--- src/rtl/bwm_pkg.sv ---
package bwm_pkg;

  localparam int LANES = 4;
  localparam int SUB_W = 2;

  typedef enum logic [1:0] {
    MODE_FULL = 2'd0,
    MODE_HALF = 2'd1,
    MODE_BYTE = 2'd2
  } width_mode_e;

  typedef logic [SUB_W-1:0] lane_t;

  // lane where a word starts
  function automatic lane_t first_lane(width_mode_e m, logic desc);
    if (m == MODE_FULL || !desc) return lane_t'(0);
    if (m == MODE_HALF) return lane_t'(1);
    return lane_t'(LANES - 1);
  endfunction

  // lane that completes a word
  function automatic lane_t final_lane(width_mode_e m, logic desc);
    if (m == MODE_FULL || desc) return lane_t'(0);
    if (m == MODE_HALF) return lane_t'(1);
    return lane_t'(LANES - 1);
  endfunction

  // next lane, wrapping to the start after the last one
  function automatic lane_t step_lane(lane_t cur, width_mode_e m, logic desc);
    if (cur == final_lane(m, desc)) return first_lane(m, desc);
    if (desc) return lane_t'(cur - lane_t'(1));
    return lane_t'(cur + lane_t'(1));
  endfunction

  // lanes of the array word touched by the current position
  function automatic logic [LANES-1:0] lane_mask(lane_t cur, width_mode_e m);
    logic [LANES-1:0] mk;
    mk = '0;
    for (int i = 0; i < LANES; i++) begin
      case (m)
        MODE_FULL: mk[i] = 1'b1;
        MODE_HALF: mk[i] = ((i / (LANES / 2)) == int'(cur[0]));
        default:   mk[i] = (i == int'(cur));
      endcase
    end
    return mk;
  endfunction

endpackage

--- src/rtl/bwm_mode_decode.sv ---
module bwm_mode_decode
  import bwm_pkg::*;
(
  input  logic        bus_match,
  input  logic        size_byte,
  input  logic        big_endian,
  output width_mode_e mode,
  output logic        desc
);

  always_comb begin
    if (!bus_match)     mode = MODE_FULL;
    else if (size_byte) mode = MODE_BYTE;
    else                mode = MODE_HALF;
  end

  // order only matters when the word is split
  assign desc = big_endian & bus_match;

endmodule

--- src/rtl/bwm_lane_seq.sv ---
module bwm_lane_seq
  import bwm_pkg::*;
(
  input  logic        clk,
  input  logic        rst_n,
  input  width_mode_e mode,
  input  logic        desc,
  input  logic        xfer_en,
  input  logic        inc_mode,
  output lane_t       cur_lane,
  output logic        word_adv
);

  lane_t cur_q;
  logic  step_now;
  logic  at_final;

  assign step_now = xfer_en & inc_mode;
  assign at_final = (cur_q == final_lane(mode, desc));
  assign word_adv = step_now & at_final;
  assign cur_lane = cur_q;

  always_ff @(posedge clk) begin
    if (!rst_n)        cur_q <= first_lane(mode, desc);
    else if (step_now) cur_q <= step_lane(cur_q, mode, desc);
  end

  p_hold_no_inc_r7: assert property (@(posedge clk) disable iff (!rst_n)
    (xfer_en && !inc_mode) |=> $stable(cur_q));

  p_wrap_first_r6: assert property (@(posedge clk) disable iff (!rst_n)
    word_adv |=> (cur_q == first_lane(mode, desc)));

  p_full_every_beat_r2: assert property (@(posedge clk) disable iff (!rst_n)
    (mode == MODE_FULL && xfer_en && inc_mode) |-> word_adv);

  p_half_range_r3: assert property (@(posedge clk) disable iff (!rst_n)
    (mode == MODE_HALF) |-> (cur_q[1] == 1'b0));

  p_idle_hold_r10: assert property (@(posedge clk) disable iff (!rst_n)
    !xfer_en |=> $stable(cur_q));

endmodule

--- src/rtl/bwm_lane_mux.sv ---
module bwm_lane_mux
  import bwm_pkg::*;
#(
  parameter int LANE_W = 9
) (
  input  logic                     clk,
  input  logic                     rst_n,
  input  width_mode_e              mode,
  input  lane_t                    cur_lane,
  input  logic                     xfer_en,
  input  logic                     wr_en,
  input  logic [LANE_W*LANES-1:0]  arr_rdata,
  input  logic [LANE_W*LANES-1:0]  port_wdata,
  output logic [LANE_W*LANES-1:0]  port_rdata,
  output logic [LANE_W*LANES-1:0]  arr_wdata,
  output logic [LANES-1:0]         arr_lane_we
);

  localparam int WORD_W = LANE_W * LANES;
  localparam int HALF_W = WORD_W / 2;

  logic [LANES-1:0] sel_mask;
  logic             wr_beat;

  assign sel_mask    = lane_mask(cur_lane, mode);
  assign wr_beat     = xfer_en & wr_en;
  assign arr_lane_we = wr_beat ? sel_mask : '0;

  // write steering: each lane takes its own slice, its half slice, or the byte
  for (genvar g = 0; g < LANES; g++) begin : g_lane
    logic [LANE_W-1:0] wd_lane;
    always_comb begin
      case (mode)
        MODE_FULL: wd_lane = port_wdata[g*LANE_W +: LANE_W];
        MODE_HALF: wd_lane = port_wdata[(g % (LANES/2))*LANE_W +: LANE_W];
        default:   wd_lane = port_wdata[LANE_W-1:0];
      endcase
    end
    assign arr_wdata[g*LANE_W +: LANE_W] = wd_lane;
  end

  // read steering onto the low port bits
  always_comb begin
    port_rdata = '0;
    case (mode)
      MODE_FULL: port_rdata = arr_rdata;
      MODE_HALF: port_rdata[HALF_W-1:0] = arr_rdata[int'(cur_lane[0])*HALF_W +: HALF_W];
      default:   port_rdata[LANE_W-1:0] = arr_rdata[int'(cur_lane)*LANE_W +: LANE_W];
    endcase
  end

  p_byte_we_single_r8: assert property (@(posedge clk) disable iff (!rst_n)
    (mode == MODE_BYTE) |-> $onehot0(arr_lane_we));

  p_half_we_pair_r8: assert property (@(posedge clk) disable iff (!rst_n)
    (mode == MODE_HALF && arr_lane_we != '0) |-> ($countones(arr_lane_we) == 2));

  p_full_passthru_r2: assert property (@(posedge clk) disable iff (!rst_n)
    (mode == MODE_FULL) |-> (port_rdata == arr_rdata));

  p_byte_upper_zero_r4: assert property (@(posedge clk) disable iff (!rst_n)
    (mode == MODE_BYTE) |-> (port_rdata[WORD_W-1:LANE_W] == '0));

  p_half_upper_zero_r3: assert property (@(posedge clk) disable iff (!rst_n)
    (mode == MODE_HALF) |-> (port_rdata[WORD_W-1:HALF_W] == '0));

endmodule

--- src/rtl/bus_width_matcher.sv ---
module bus_width_matcher
  import bwm_pkg::*;
#(
  parameter int LANE_W = 9,
  localparam int WORD_W = LANE_W * 4
) (
  input  logic              clk,
  input  logic              rst_n,
  input  logic              bus_match,
  input  logic              size_byte,
  input  logic              big_endian,
  input  logic              xfer_en,
  input  logic              wr_en,
  input  logic              inc_mode,
  input  logic [WORD_W-1:0] arr_rdata,
  input  logic [WORD_W-1:0] port_wdata,
  output logic [WORD_W-1:0] port_rdata,
  output logic [WORD_W-1:0] arr_wdata,
  output logic [3:0]        arr_lane_we,
  output logic              word_adv
);

  width_mode_e mode;
  logic        desc;
  lane_t       cur_lane;

  bwm_mode_decode u_dec (
    .bus_match  (bus_match),
    .size_byte  (size_byte),
    .big_endian (big_endian),
    .mode       (mode),
    .desc       (desc)
  );

  bwm_lane_seq u_seq (
    .clk      (clk),
    .rst_n    (rst_n),
    .mode     (mode),
    .desc     (desc),
    .xfer_en  (xfer_en),
    .inc_mode (inc_mode),
    .cur_lane (cur_lane),
    .word_adv (word_adv)
  );

  bwm_lane_mux #(.LANE_W(LANE_W)) u_mux (
    .clk         (clk),
    .rst_n       (rst_n),
    .mode        (mode),
    .cur_lane    (cur_lane),
    .xfer_en     (xfer_en),
    .wr_en       (wr_en),
    .arr_rdata   (arr_rdata),
    .port_wdata  (port_wdata),
    .port_rdata  (port_rdata),
    .arr_wdata   (arr_wdata),
    .arr_lane_we (arr_lane_we)
  );

  p_order_ignored_full_r9: assert property (@(posedge clk) disable iff (!rst_n)
    (!bus_match) |-> (cur_lane == '0));

  p_mode_decode_r1: assert property (@(posedge clk) disable iff (!rst_n)
    (bus_match && size_byte) |-> (mode == MODE_BYTE));

  p_no_write_idle_r10: assert property (@(posedge clk) disable iff (!rst_n)
    (!xfer_en) |-> (arr_lane_we == 4'b0000 && !word_adv));

endmodule

--- config.mk ---
export PLATFORM = sky130hd
export DESIGN_NAME = bus_width_matcher
export DESIGN_NICKNAME = d
export VERILOG_FILES = /design/src/rtl/bwm_pkg.sv /design/src/rtl/bwm_mode_decode.sv /design/src/rtl/bwm_lane_seq.sv /design/src/rtl/bwm_lane_mux.sv /design/src/rtl/bus_width_matcher.sv
export SDC_FILE = /design/constraint.sdc
export NUM_CORES = 1
export LEC_CHECK = 0
export ABC_CLOCK_PERIOD_IN_PS = 1450
export BUFFER_PORTS_ARGS = -buffer_cell sky130_fd_sc_hd__buf_2
export CORE_MARGIN = 5
export CORE_UTILIZATION = 34
export DETAILED_ROUTE_END_ITERATION = 8
export PLACE_DENSITY = 0.82
export SYNTH_ARGS = -nofsm -noshare
export SYNTH_HDL_FRONTEND = slang
export SYNTH_SLANG_ARGS = --single-unit
export TNS_END_PERCENT = 10
--- constraint.sdc ---
create_clock -name clk -period 1.45 [get_ports clk]
set_input_delay 0.145 -clock clk [delete_from_list [all_inputs] [get_ports clk]]
set_output_delay 0.145 -clock clk [all_outputs]
set_load 0.05 [all_outputs]
==> results.sh <==
export IMPL_synth_cell_types=35
export IMPL_regArea_um2=60.1
export IMPL_hold_ws_ps=293
export IMPL_routed_wl_um=5560
export IMPL_grt_max_degree=25
export IMPL_wl_per_cell_um=15.2
export IMPL_numCtsBuffers=3
export IMPL_worstSkewPairLatency_ps=210
export IMPL_syn_inst=163
export IMPL_dieArea_um2=5170
export IMPL_synth_edf_count=2
export IMPL_setup_violations=23
export IMPL_yosys_warnings=0
export IMPL_post_drt_via_cell_ratio=5.17
export IMPL_criticalPathCategory="reg -> out"
export IMPL_crit_arrival_ps=1500
export IMPL_final_max_slew_viol_count=0
export IMPL_grt_antenna_before_repair=0
export IMPL_ios=157
export IMPL_hold_viol_final=0
export IMPL_place_congestion=0.851
export IMPL_final_common_cell="buf_2"
export IMPL_relSlewSlack_pct=80.7
export IMPL_synth_seq_area_share_pct=4.61
export IMPL_fp_coreArea_um2=3690
export IMPL_grt_use_total_pct=19.6
export IMPL_syn_area_um2=1300
export IMPL_drive_above_1_share_pct=65.6
export IMPL_post_synth_top_area_cell="mux2_2"
export IMPL_num_rows=22
export IMPL_num_vias=1887
export IMPL_final_cell_mix="buf_2 (133), buf_6 (23), nor2_1 (19), mux2_2 (19)"
export IMPL_largest_reg_flops=2
export IMPL_crit_path_top_delay_cell="edfxtp_1"
export IMPL_worstPathCellList="buf_6 > mux2i_1 > nor2_1 > a221o_1 > buf_6"
export IMPL_min_period_over_period_pct=113
export IMPL_maxCapViolCount=0
export IMPL_ant_nets=0
export IMPL_cp_common_cell="buf_6"
export IMPL_antenna_cells=0
export IMPL_mappedNetlistNets=243
export IMPL_grt_pass1_wl_um=8390
export IMPL_worstPathMaxFanout=10
export IMPL_start_util_pct=35.3
export IMPL_drt_iter0_drc=40
export IMPL_cp_end_kind="output pin"
export IMPL_cts_tree="done"
export IMPL_grt_pass1_vias=1905
export IMPL_skew_ps=0.785
export IMPL_synth_area_top_cells="mux2_2 (16%), mux2i_1 (15%), nor2b_1 (9.1%), a221o_1 (6.9%), buf_4 (6.3%)"
export IMPL_grt_overflow=0
export IMPL_io_buffers=156
export IMPL_crit_path_start_kind="register"
export IMPL_multiInputGateArea_um2=1140
export IMPL_area_growth_pct=83.4
export IMPL_route_detailed_drc=0
export IMPL_layout_nets=399
export IMPL_max_stage_delay_ps=400
export IMPL_clock_fmax_mhz=609
export IMPL_setup_slack_ps=-191
export IMPL_peakVddDrop_mv=0.414
export IMPL_tightest_slew_ps=289
export IMPL_hpwl_um=4470
export IMPL_dr_pass1_iters=4
export IMPL_clkTransAtPathRegs_ps=30
export IMPL_finalCriticalPeriod_ps=1640
export IMPL_chipWidth_um=71.9
export IMPL_cts_sinks=2
export IMPL_rsz0062_at_grt="yes"
export IMPL_hp_class="in -> reg"
export IMPL_root_buffer="clkbuf_8"
export IMPL_worstPathRequired_ps=1310
export IMPL_cts_max_level=1
export IMPL_synth_avg_cell_area_um2=7.99
export IMPL_status="finished with violations"
export IMPL_synth_top_area_share_pct=16.4
export IMPL_final_core_util_pct=64.8
export IMPL_ys_flop_type="edfxtp_1"
export IMPL_synthArstFlopShare_pct=0
export IMPL_failed_checks="setup timing"
export IMPL_cts_buffer_depth=2
export IMPL_fp_dieH_um=71.9
export IMPL_synth_seq_cells=2
export IMPL_nFillCells=300
export IMPL_power_leakage_nw=1.28
export IMPL_power_density_nw_per_um2=748
## report_power, final
group / switching (mW) / internal [mW] / leakage (nW) / total [mW]
logic: 0.963 / 0.525 / 1.23 / 1.49
registers: 0.00967 / 0.0750 / 0.0208 / 0.0846
clock network: 0.0396 / 0.175 / 0.0216 / 0.215
## worst max-delay path, delay by kind of cell, from the launching register on
| kind | cells | cell delay [ps] |
|---|---|---|
| buf+inv | 2 | 330 |
| compound gates | 1 | 270 |
| flops | 1 | 400 |
| mux | 1 | 220 |
| simple gates | 1 | 60 |
## stage by stage
step	std cells	setup slack, ps	total power, mW	setup TNS [ps]	area [µm²]
floorplan	163	-255	1.11	-2560	1330
global placement	358	-65.1	1.43	-313	2130
detailed placement	358	-90.0	1.44	-768	2130
CTS	365	-185	1.78	-2710	2370
global route	365	-283	1.87	-4620	2390
finish	365	-191	1.79	-2670	2390
## layout make-up
| type | count | area share (%) |
|---|---|---|
| multi-input combinational | 136 | 47.6 |
| timing repair buffer | 170 | 44.7 |
| sequential | 2 | 2.51 |
| tap | 48 | 2.51 |
| clock buffer | 3 | 1.73 |
| inverter | 6 | 0.943 |
## Yosys cell counts, drive strengths merged (2+ instances only)
library cell and number:
nor2 20, mux2 19, nand2 6, edfxtp 2, o21ai 4, inv 6
nor2b 19, a221o 9, mux2i 19, nand3b 2, a22o 8, buf 21
a21oi 13
## timing repair
item | in CTS | in global routing
hold buffers | 0 | 0
pin swaps | 7 | 2
buffers inserted | 1 | 0
gates cloned | 3 | 0
gates resized for setup | 47 | 4
endpoints found under the setup margin | 24 | 39
## final timing paths
kind,start,cells past startpoint,endpoint,slack (ps)
max,u_seq.cur_lane[1],5,port_rdata[0],-190
min,rst_n,2,u_seq.cur_lane[0],290
max reg2reg,u_seq.cur_lane[1],4,u_seq.cur_lane[1],20
min reg2reg,u_seq.cur_lane[1],3,u_seq.cur_lane[0],950
## per-layer routing
layer | up-vias | part of all wire [%] | global-route usage (%)
met5 | - | 0 | 0
met4 | 0 | 1.5 | 7.10
met3 | 8 | 12 | 4.29
met2 | 127 | 52 | 38.4
met1 | 844 | 34 | 20.0
li1 | 908 | - | -
## cells by family after synthesis
logic type | count (synthesis) | synth area share (%)
and+or+nand+nor | 52 | 22.0
AOI/OAI and AO/OA | 42 | 26.4
muxes | 38 | 31.0
buffers and inverters | 28 | 15.3
DFF | 2 | 4.61
xor gates and xnor gates | 1 | 0.673
Power figures use the tool's default switching activity.
